File: src/rtl/dma_sched_pkg.sv
package dma_sched_pkg;

  typedef enum logic [1:0] {
    MODE_STEAL = 2'd0,
    MODE_GAP_S = 2'd1,
    MODE_GAP_L = 2'd2,
    MODE_BURST = 2'd3
  } sched_mode_e;

  typedef enum logic [2:0] {
    ST_IDLE  = 3'd0,
    ST_REQ   = 3'd1,
    ST_BUSY  = 3'd2,
    ST_GAP   = 3'd3,
    ST_BNEXT = 3'd4
  } sched_state_e;

  localparam logic [1:0] CYC_GAP_SHORT = 2'b10;
  localparam logic [1:0] CYC_GAP_LONG  = 2'b11;

endpackage

File: src/rtl/dma_rst_sync.sv
module dma_rst_sync #(
  parameter int unsigned STAGES = 2
) (
  input  logic clk,
  input  logic rst_n,
  output logic rst_n_sync
);

  logic [STAGES-1:0] sync_q;
  logic [STAGES-1:0] sync_d;

  always_comb begin
    sync_d = {sync_q[STAGES-2:0], 1'b1};
  end

  always_ff @(posedge clk or negedge rst_n) begin
    if (!rst_n) begin
      sync_q <= '0;
    end else begin
      sync_q <= sync_d;
    end
  end

  assign rst_n_sync = sync_q[STAGES-1];

endmodule

File: src/rtl/dma_mode_decode.sv
module dma_mode_decode
  import dma_sched_pkg::*;
#(
  parameter int unsigned CHAN_IDX    = 0,
  parameter int unsigned BURST_CHANS = 6
) (
  input  logic [1:0]  cyc_sel,
  input  logic        lock_cfg,
  input  logic        ttype_cfg,
  input  logic        src_onchip,
  output sched_mode_e mode,
  output logic        cfg_err
);

  logic burst_ok;
  logic burst_sel;

  generate
    if (CHAN_IDX < BURST_CHANS) begin : g_burst_group
      assign burst_ok = 1'b1;
    end else begin : g_steal_only
      assign burst_ok = 1'b0;
    end
  endgenerate

  assign burst_sel = lock_cfg & ttype_cfg;

  always_comb begin
    cfg_err = 1'b0;
    mode    = MODE_STEAL;
    if (burst_sel) begin
      if (!burst_ok || src_onchip) begin
        cfg_err = 1'b1;
        mode    = MODE_STEAL;
      end else begin
        mode    = MODE_BURST;
      end
    end else begin
      unique case (cyc_sel)
        CYC_GAP_SHORT: mode = MODE_GAP_S;
        CYC_GAP_LONG:  mode = MODE_GAP_L;
        default:       mode = MODE_STEAL;
      endcase
    end
  end

endmodule

File: src/rtl/dma_gap_timer.sv
module dma_gap_timer #(
  parameter int unsigned GAP_SHORT = 16,
  parameter int unsigned GAP_LONG  = 64
) (
  input  logic clk,
  input  logic rst_n,
  input  logic load,
  input  logic use_long,
  input  logic clear,
  input  logic run,
  output logic expired
);

  localparam int unsigned CW = $clog2(GAP_LONG + 1);
  localparam logic [CW-1:0] LOAD_SHORT = CW'(GAP_SHORT - 1);
  localparam logic [CW-1:0] LOAD_LONG  = CW'(GAP_LONG - 1);

  logic [CW-1:0] cnt_q;
  logic [CW-1:0] cnt_d;
  logic          cnt_en;

  always_comb begin
    cnt_en = clear | load | (run & (cnt_q != '0));
    if (clear) begin
      cnt_d = '0;
    end else if (load) begin
      cnt_d = use_long ? LOAD_LONG : LOAD_SHORT;
    end else begin
      cnt_d = cnt_q - 1'b1;
    end
  end

  always_ff @(posedge clk or negedge rst_n) begin
    if (!rst_n) begin
      cnt_q <= '0;
    end else if (cnt_en) begin
      cnt_q <= cnt_d;
    end
  end

  assign expired = (cnt_q == '0);

  AST_GAP_LOADED_NONZERO: assert property (@(posedge clk) disable iff (!rst_n)
    (load && !clear) |=> !expired);

endmodule

File: src/rtl/dma_sched_fsm.sv
module dma_sched_fsm
  import dma_sched_pkg::*;
(
  input  logic        clk,
  input  logic        rst_n,
  input  logic        chan_en,
  input  logic        xfer_req,
  input  logic        bus_gnt,
  input  logic        unit_done,
  input  logic        xfer_end,
  input  logic        hold_req,
  input  sched_mode_e mode,
  input  logic        cfg_err,
  input  logic        gap_expired,
  output logic        bus_req,
  output logic        xfer_start,
  output logic        gap_load,
  output logic        gap_long,
  output logic        gap_clear,
  output logic        gap_run
);

  sched_state_e state_q;
  sched_state_e state_d;
  sched_mode_e  mode_q;
  logic         pend_q;
  logic         pend_d;
  logic         mode_chg;
  logic         abort;
  logic         pending;
  logic         may_issue;
  logic         is_burst;
  logic         is_gap;

  assign mode_chg  = (mode != mode_q);
  assign abort     = !chan_en || mode_chg;
  assign pending   = xfer_req || pend_q;
  assign may_issue = chan_en && !cfg_err && !xfer_end && !hold_req;
  assign is_burst  = (mode == MODE_BURST);
  assign is_gap    = (mode == MODE_GAP_S) || (mode == MODE_GAP_L);

  always_comb begin
    state_d  = state_q;
    gap_load = 1'b0;
    unique case (state_q)
      ST_IDLE: begin
        if (may_issue && pending) state_d = ST_REQ;
      end
      ST_REQ: begin
        if (bus_gnt) state_d = ST_BUSY;
      end
      ST_BUSY: begin
        if (unit_done) begin
          if (xfer_end || abort) begin
            state_d = ST_IDLE;
          end else if (is_burst) begin
            state_d = xfer_req ? ST_BNEXT : ST_IDLE;
          end else if (is_gap) begin
            state_d  = ST_GAP;
            gap_load = 1'b1;
          end else begin
            state_d = ST_IDLE;
          end
        end
      end
      ST_GAP: begin
        if (abort) begin
          state_d = ST_IDLE;
        end else if (gap_expired) begin
          state_d = (may_issue && pending) ? ST_REQ : ST_IDLE;
        end
      end
      ST_BNEXT: begin
        if (bus_gnt && !hold_req) state_d = ST_BUSY;
      end
      default: state_d = ST_IDLE;
    endcase
  end

  always_comb begin
    if (abort || (state_d == ST_REQ)) begin
      pend_d = 1'b0;
    end else begin
      pend_d = pend_q | (xfer_req && (state_q == ST_GAP));
    end
  end

  always_ff @(posedge clk or negedge rst_n) begin
    if (!rst_n) begin
      state_q <= ST_IDLE;
      mode_q  <= MODE_STEAL;
      pend_q  <= 1'b0;
    end else begin
      state_q <= state_d;
      mode_q  <= mode;
      pend_q  <= pend_d;
    end
  end

  assign bus_req    = (state_q == ST_REQ) || (state_q == ST_BUSY) || (state_q == ST_BNEXT);
  assign xfer_start = bus_gnt && ((state_q == ST_REQ) || ((state_q == ST_BNEXT) && !hold_req));
  assign gap_long   = (mode == MODE_GAP_L);
  assign gap_clear  = abort;
  assign gap_run    = (state_q == ST_GAP);

  AST_START_NEEDS_GNT: assert property (@(posedge clk) disable iff (!rst_n)
    xfer_start |-> bus_gnt);

  AST_START_ONE_CYCLE: assert property (@(posedge clk) disable iff (!rst_n)
    xfer_start |=> !xfer_start);

  AST_REQ_NO_WITHDRAW: assert property (@(posedge clk) disable iff (!rst_n)
    ((state_q == ST_REQ) && !bus_gnt) |=> bus_req);

  AST_STEAL_RELEASE: assert property (@(posedge clk) disable iff (!rst_n)
    ((state_q == ST_BUSY) && unit_done && !is_burst) |=> !bus_req);

  AST_BURST_DROP_RELEASE: assert property (@(posedge clk) disable iff (!rst_n)
    ((state_q == ST_BUSY) && unit_done && is_burst && !xfer_req) |=> !bus_req);

  AST_END_QUIET: assert property (@(posedge clk) disable iff (!rst_n)
    (xfer_end && !bus_req) |=> !bus_req);

  AST_CFG_ERR_QUIET: assert property (@(posedge clk) disable iff (!rst_n)
    (cfg_err && !bus_req) |=> !bus_req);

  AST_HOLD_POSTPONES: assert property (@(posedge clk) disable iff (!rst_n)
    (hold_req && !bus_req) |=> !bus_req);

  AST_DISABLE_CANCELS_GAP: assert property (@(posedge clk) disable iff (!rst_n)
    (gap_run && !chan_en) |=> (!bus_req && !gap_run));

endmodule

File: src/rtl/dma_bus_sched.sv
module dma_bus_sched
  import dma_sched_pkg::*;
#(
  parameter int unsigned CHAN_IDX    = 0,
  parameter int unsigned BURST_CHANS = 6,
  parameter int unsigned GAP_SHORT   = 16,
  parameter int unsigned GAP_LONG    = 64,
  parameter int unsigned SYNC_STAGES = 2
) (
  input  logic       clk,
  input  logic       rst_n,
  input  logic       chan_en,
  input  logic       xfer_req,
  input  logic       bus_gnt,
  input  logic       unit_done,
  input  logic       xfer_end,
  input  logic       hold_req,
  input  logic [1:0] cyc_sel,
  input  logic       lock_cfg,
  input  logic       ttype_cfg,
  input  logic       src_onchip,
  output logic       bus_req,
  output logic       xfer_start,
  output logic       cfg_err
);

  logic        rst_n_int;
  sched_mode_e mode;
  logic        gap_load;
  logic        gap_long;
  logic        gap_clear;
  logic        gap_run;
  logic        gap_expired;

  dma_rst_sync #(
    .STAGES (SYNC_STAGES)
  ) u_rst_sync (
    .clk        (clk),
    .rst_n      (rst_n),
    .rst_n_sync (rst_n_int)
  );

  dma_mode_decode #(
    .CHAN_IDX    (CHAN_IDX),
    .BURST_CHANS (BURST_CHANS)
  ) u_decode (
    .cyc_sel    (cyc_sel),
    .lock_cfg   (lock_cfg),
    .ttype_cfg  (ttype_cfg),
    .src_onchip (src_onchip),
    .mode       (mode),
    .cfg_err    (cfg_err)
  );

  dma_gap_timer #(
    .GAP_SHORT (GAP_SHORT),
    .GAP_LONG  (GAP_LONG)
  ) u_gap (
    .clk      (clk),
    .rst_n    (rst_n_int),
    .load     (gap_load),
    .use_long (gap_long),
    .clear    (gap_clear),
    .run      (gap_run),
    .expired  (gap_expired)
  );

  dma_sched_fsm u_fsm (
    .clk         (clk),
    .rst_n       (rst_n_int),
    .chan_en     (chan_en),
    .xfer_req    (xfer_req),
    .bus_gnt     (bus_gnt),
    .unit_done   (unit_done),
    .xfer_end    (xfer_end),
    .hold_req    (hold_req),
    .mode        (mode),
    .cfg_err     (cfg_err),
    .gap_expired (gap_expired),
    .bus_req     (bus_req),
    .xfer_start  (xfer_start),
    .gap_load    (gap_load),
    .gap_long    (gap_long),
    .gap_clear   (gap_clear),
    .gap_run     (gap_run)
  );

  AST_RESET_QUIET: assert property (@(posedge clk)
    !rst_n_int |-> (!bus_req && !xfer_start));

endmodule

File: config.mk
export PLATFORM = sky130hd
export DESIGN_NAME = dma_bus_sched
export DESIGN_NICKNAME = d
export VERILOG_FILES = /design/src/rtl/dma_sched_pkg.sv /design/src/rtl/dma_rst_sync.sv /design/src/rtl/dma_mode_decode.sv /design/src/rtl/dma_gap_timer.sv /design/src/rtl/dma_sched_fsm.sv /design/src/rtl/dma_bus_sched.sv
export SDC_FILE = /design/constraint.sdc
export NUM_CORES = 1
export LEC_CHECK = 0
export BUFFER_PORTS_ARGS = -buffer_cell sky130_fd_sc_hd__buf_2
export CAP_MARGIN = 20
export CORE_MARGIN = 10
export CORE_UTILIZATION = 50
export DETAILED_ROUTE_END_ITERATION = 16
export PLACE_DENSITY = 0.72
export SYNTH_ARGS = -nofsm -noshare
export SYNTH_HDL_FRONTEND = slang
export SYNTH_SLANG_ARGS = --single-unit
File: constraint.sdc
create_clock -name clk -period 2.92 [get_ports clk]
set_input_delay 0.292 -clock clk [delete_from_list [all_inputs] [get_ports clk]]
set_output_delay 0.292 -clock clk [all_outputs]
set_load 0.02 [all_outputs]
=== Yosys cells after proc, flatten, opt, wreduce, memory -nomap -nowiden ===
Index checks and enable logic that the tools add are counted.

* Add/subtract/negate cells: 1
* Multipliers: 0
* Divide/modulo/power cells: 0
* $lt $le $gt $ge: 0
* Equality and inequality tests: 11
* Shift-type cells: 0
* Muxes and demuxes: 26
* Bitwise gates (word level): 5
* Reductions and logical operators: 23

{| class="wikitable"
|+ Operator list
! kind !! count
|-
| 2-to-1 mux 3 bit || 9
|-
| case mux 3 bit (5 select lines) || 1
|-
| 2-to-1 mux 7 bit || 2
|-
| 2-to-1 mux 1 bit || 9
|-
| == test 2 bit, second input constant || 4
|-
| logical AND 1 bit || 8
|-
| logical OR 1 bit || 8
|-
| logical NOT 7 bit || 1
|-
| nonzero test 7 bit || 1
|-
| subtractor 7 x 1 -> 7 bit, second input constant || 1
|-
| == test 3 x 1 -> 1 bit, second input constant || 2
|-
| == test 3 x 2 -> 1 bit, second input constant || 2
|-
| 2-to-1 mux 2 bit || 3
|-
| 2-to-1 mux 6 bit || 1
|-
| logical NOT 1 bit || 4
|-
| case mux 2 bit (2 select lines) || 1
|-
| == test 3 bit, second input constant || 1
|-
| logical NOT 3 bit || 1
|-
| OR 1 bit || 3
|-
| AND 1 bit || 2
|-
| == test 2 x 1 -> 1 bit, second input constant || 1
|-
| inequality test 2 bit || 1
|}

* Bits in registers: 15
* Bits in latches: 0
* RAM bits: 0
* Memory bits (read-only): 0
* Input port bits: 13
* Output and inout bits: 3
* Logic and storage cells: 71
* Memories kept: 0

=== Depth between registers and ports, before layout ===
* Depth in word-level cells: 14
* Gate-level depth with buffers: 9
* Gate-level depth less buffers: 8

=== Modules after synthesis ===
A second synthesis with hierarchy kept.

* Cell total of the unflattened synthesis: 108
* Area, all modules: 991.0 µm²

{| class="wikitable"
|+ By module, submodules not included
! module !! times used !! cells each !! area each (µm²) !! seq. area each (µm²)
|-
| dma_gap_timer || 1 || 49 || 462.9 || 175.2
|-
| dma_sched_fsm || 1 || 50 || 436.7 || 150.1
|-
| dma_rst_sync || 1 || 3 || 53.8 || 50.0
|-
| dma_mode_decode || 1 || 6 || 37.5 || 0.0
|}

=== Least setup slack after synthesis ===
Ideal clock, no wire load.

* Kind: input-to-reg
* Start: input cyc_sel[1]
* End: register u_gap.cnt_q[4]
* Setup time: 94 ps
* Arrival: 2031 ps
* Required time: 2826 ps
* Setup slack: 795 ps
* Stages on the path: 9
* Path buffers: 1
* Path through: a21bo_2 o22ai_2 inv_1 ha_1 nor4_4 nand2_1 or3_1 buf_2 a211oi_1

* Cells in the longest elaborated chain, start to end: 12
* Elaborated cells on any way between the ends: 21
* Those cells by class: eq/ne: 6; mux: 10; bitwise: 2; reduce/logical: 3

{| class="wikitable"
|+ Ends and longest elaborated chain
! element !! line !! RTL
|-
| from (decl) || dma_bus_sched.sv:18 || <nowiki>input logic [1:0] cyc_sel,</nowiki>
|-
| == test 2 bit || dma_mode_decode.sv:39 || <nowiki>unique case (cyc_sel)</nowiki>
|-
| case mux 2 bit (2 select lines) (*) || dma_mode_decode.sv:39 ||
|-
| 2-to-1 mux 2 bit (*) || dma_mode_decode.sv:31 || <nowiki>if (burst_sel) begin</nowiki>
|-
| via mode[0] || dma_bus_sched.sv:28 || <nowiki>sched_mode_e mode;</nowiki>
|-
| == test 2 x 1 -> 1 bit or == test 2 bit (tied branches) || dma_sched_fsm.sv:40, dma_sched_fsm.sv:102 ||
|-
| logical OR 1 bit || dma_sched_fsm.sv:40 || <nowiki>assign is_gap = (mode == MODE_GAP_S) || (mode == MODE_GAP_L);</nowiki>
|-
| 2-to-1 mux 1 bit || dma_sched_fsm.sv:58 || <nowiki>end else if (is_gap) begin</nowiki>
|-
| 2-to-1 mux 1 bit || dma_sched_fsm.sv:56 || <nowiki>end else if (is_burst) begin</nowiki>
|-
| 2-to-1 mux 1 bit || dma_sched_fsm.sv:54 || <nowiki>if (xfer_end || abort) begin</nowiki>
|-
| 2-to-1 mux 1 bit || dma_sched_fsm.sv:53 || <nowiki>if (unit_done) begin</nowiki>
|-
| 2-to-1 mux 1 bit || dma_sched_fsm.sv:45 || <nowiki>unique case (state_q)</nowiki>
|-
| 2-to-1 mux 7 bit or OR 1 bit (tied branches) || dma_gap_timer.sv:26, dma_gap_timer.sv:23 ||
|-
| 2-to-1 mux 7 bit or OR 1 bit (tied branches) || dma_gap_timer.sv:24, dma_gap_timer.sv:23 ||
|-
| to (signal assigned) || dma_gap_timer.sv:37 || <nowiki>cnt_q <= cnt_d;</nowiki>
|-
| to (decl) || dma_gap_timer.sv:18 || <nowiki>logic [CW-1:0] cnt_q;</nowiki>
|}

The timed path passes the listed nets; every way through them passes the cells marked *.
A chain may end at the register's enable or synchronous reset.

=== Worst setup path in the final report ===
* Start: input lock_cfg
* End: register u_gap.cnt_q[5]

* Cells in the longest elaborated chain, start to end: 11
* Elaborated cells on any way between the ends: 19
* Those cells by class: eq/ne: 4; mux: 9; bitwise: 3; reduce/logical: 3

{| class="wikitable"
|+ Ends and longest elaborated chain
! element !! line !! RTL
|-
| from (decl) || dma_bus_sched.sv:19 || <nowiki>input logic lock_cfg,</nowiki>
|-
| AND 1 bit (*) || dma_mode_decode.sv:26 || <nowiki>assign burst_sel = lock_cfg & ttype_cfg;</nowiki>
|-
| 2-to-1 mux 2 bit (*) || dma_mode_decode.sv:31 ||
|-
| via mode[0] || dma_bus_sched.sv:28 ||
|-
| == test 2 x 1 -> 1 bit or == test 2 bit (tied branches) || dma_sched_fsm.sv:40, dma_sched_fsm.sv:102 ||
|-
| logical OR 1 bit || dma_sched_fsm.sv:40 ||
|-
| 2-to-1 mux 1 bit || dma_sched_fsm.sv:58 ||
|-
| 2-to-1 mux 1 bit || dma_sched_fsm.sv:56 ||
|-
| 2-to-1 mux 1 bit || dma_sched_fsm.sv:54 ||
|-
| 2-to-1 mux 1 bit || dma_sched_fsm.sv:53 ||
|-
| 2-to-1 mux 1 bit || dma_sched_fsm.sv:45 ||
|-
| 2-to-1 mux 7 bit or OR 1 bit (tied branches) || dma_gap_timer.sv:26, dma_gap_timer.sv:23 ||
|-
| 2-to-1 mux 7 bit or OR 1 bit (tied branches) || dma_gap_timer.sv:24, dma_gap_timer.sv:23 ||
|}

Marked as above.

==> results_dict.tcl <==
set metrics [dict create \
    outcome "finished clean" \
    dr_total_vias 772 \
    clock-root-buffer "clkbuf_4" \
    synth_common_cells "15 x dfrtp_1, 12 x o21ai_0, 8 x inv_1, 7 x nand2_1, 6 x nor2_1" \
    clock-sinks 15 \
    drtPass1Iterations 4 \
    ctsHtreeMaxLevel 1 \
    switching_power_w 0.000106 \
    n_antenna_cell 0 \
    slew_viol_final 0 \
    reg2regPathDepth 7 \
    synth_top_area_share 0.396 \
    track_usage 0.0981 \
    grt_pass1_wl_um 3340 \
    initial_utilization 0.538 \
    grt_pass1_vias 755 \
    rr_endpoint "u_gap.cnt_q[5]" \
    syn_inst 104 \
    ys_ff_latch 15 \
    worstSetupEndpointType "flip-flop" \
    grt_max_degree 14 \
    r2r-start "u_gap.cnt_q[0]" \
    critical_path.max_fanout 7 \
    worstSkewPairLatency_ns 0.28 \
    worstPathRequired_ns 3.11 \
    finalCritPeriodShare 0.723 \
    leakagePower_nw 0.475 \
    finalHoldViolations 0 \
    port_buffers 15 \
    vdd_ir_drop_max_uv 286 \
    ant_nets 0 \
    grt_overflow_total 0 \
    seq_power_share 0.556 \
    rows 15 \
    finalClockSkew_ns 0.00802 \
    synth.avg_cell_area_um2 9.12 \
    worstSetupPathType "in2reg" \
    setup_viol 0 \
    place_worst_setup_slack_ns 0.513 \
    vias_per_cell 5.29 \
    synthFlopType "dfrtp_1" \
    synth_cell_types 36 \
    synth-edff-count 0 \
    r2r_slack_ns 1.09 \
    rsz0062_at_grt "false" \
    cts_buffers 3 \
    swShare 0.265 \
    hold_ws_ns 0.189 \
    synth_compound_area_frac 0.191 \
    dp_hpwl_um 1670 \
    power_per_cell_area_nw_per_um2 371 \
    cts_max_path_buffers 2 \
    worst-path-stages 9 \
    crit_buf_inv 2 \
    die_h_um 63.6 \
    fp.dieArea_um2 4040 \
    fmax_ghz 0.473 \
    yosysWarnings 0 \
    synthXorXnorAreaFrac 0.0646 \
    yosys.area_share.simple 0.257 \
    min_path_type "reg2async" \
    start_kind "input pin" \
    cap_violations 0 \
    ys_seq_area_frac 0.396 \
    crit_slowest_cell "or3_1" \
    clk_pin_slew_worst_paths_ns 0.08 \
    initialDrtViolationCount 21 \
    syn2layout_area_growth_pct 13.5 \
    synthTopCellsByArea "dfrtp_1 40%, o21ai_0 6.3%, xor2_1 4.6%" \
    num-fill-cells 184 \
    syn-num-nets 120 \
    synth_mux_area_frac 0 \
    yosys.area_share.adder 0.0396 \
    tns_ns 0 \
    yosys.area.top_type "dfrtp_1" \
    postLayoutCoreUtil 0.610 \
    antenna_found_initial 0 \
    post_cts_buffers 0 \
    fin_nets 138 \
    drt-wirelength-per-cell_um 13.4 \
    cp.arrival_ns 2.30 \
    core_um2 1760 \
    cts_resized 0 \
    intPower_w 0.000294 \
    die_w_um 63.6 \
    synth.most_common_cell "dfrtp_1" \
    cpLargestDelayFamily "simple AND/OR/NAND/NOR gates" \
    netlist_area_um2 948 \
    path_cells "buf_2 > a21bo_2 > o22ai_2 > inv_1 > ha_1 > nor4_4 > nand2_1 > or3_1 > a211oi_1" \
    max_stage_delay_ns 0.42 \
    fin_crit_ns 2.11 \
    tritoncts "built" \
    pin_count 16 \
    synth_top_family_by_area "simple AND/OR/NAND/NOR gates" \
    drt-total-wl_um 1960 \
    synthArstFlopShare 1.00 \
    drive_gt1_frac 0.215 \
    route.detailed.drc 0 \
    comb_power_share 0.165 \
    p_clk_frac 0.278 \
    hold_buffers 1 \
    worst_slack_ns 0.808 \
    place_congestion 0.817 \
]
cell families (layout without fill, tap and decap cells):
| kind of cell | count (synthesis) | count (layout) |
|---|---|---|
| AND/OR/NAND/NOR | 41 | 41 |
| AO/OA/AOI/OAI | 26 | 26 |
| flip-flops | 15 | 15 |
| buffers and inverters | 11 | 28 |
| XOR/XNOR | 7 | 7 |
| adder cells (fa/ha/maj) | 3 | 3 |
| other | 1 | 1 |
flip-flops by register name, indices dropped and copies added (netlist names):
signal             cells
u_rst_sync.sync_q      2
u_fsm.pend_q           1
u_fsm.mode_q           2
u_fsm.state_q          3
u_gap.cnt_q            7
area by class of cell:
type	count	area [µm²]	share of cell area
tap	25	31.3	0.0291
timing repair buffer	16	85.1	0.0791
sequential	15	375	0.349
clock buffer	4	26.3	0.0244
multi-input combinational	78	528	0.491
inverter	8	30.0	0.0279
worst max path at each step:
stage / from / endpoint / slack, ns
after floorplan: cyc_sel[1] / u_gap.cnt_q[4] / 0.80
after global placement: lock_cfg / u_gap.cnt_q[5] / 0.64
after detailed placement: lock_cfg / u_gap.cnt_q[5] / 0.51
after CTS: lock_cfg / u_gap.cnt_q[5] / 0.81
after global routing: lock_cfg / u_gap.cnt_q[5] / 0.68
final: lock_cfg / u_gap.cnt_q[5] / 0.81
cells in the final DEF, fill, tap and decap left out, drive strengths merged, types with 2 or more instances in the layout:
master / synthesis / layout
nand2: 7 / 7
buf: 3 / 15
nand2b: 2 / 2
nand3: 4 / 4
a21oi: 3 / 3
o22ai: 2 / 2
xnor2: 2 / 2
inv: 8 / 8
nor4: 2 / 2
o21ai: 12 / 12
a211oi: 4 / 4
nor3: 4 / 4
clkbuf: 0 / 4
dfrtp: 15 / 15
ha: 3 / 3
and3: 4 / 4
o21a: 2 / 2
xor2: 5 / 5
nor2: 6 / 6
or2: 2 / 2
power groups by stage:
stage | sequential (W) | combinational (W) | clock [W]
after global placement | 0.000227 | 0.0000630 | 0
after floorplan | 0.000223 | 0.0000461 | 0
after detailed placement | 0.000227 | 0.0000650 | 0
after global routing | 0.000224 | 0.0000730 | 0.000127
final | 0.000222 | 0.0000661 | 0.000111
after CTS | 0.000223 | 0.0000661 | 0.000115
metrics by stage:
stage,std cells,total power [W],instance area [µm²]
floorplan,104,0.000269,948
global placement,141,0.000290,1040
detailed placement,141,0.000292,1040
CTS,146,0.000403,1080
global route,146,0.000424,1080
finish,146,0.000400,1080
metal layers:
layer | GRT usage | wire (µm)
met3 | 0.0371 | 59
met1 | 0.108 | 883
met4 | 0.0219 | 0
met5 | 0 | 0
met2 | 0.173 | 1020
No activity file was read; power rests on OpenSTA's default activity.
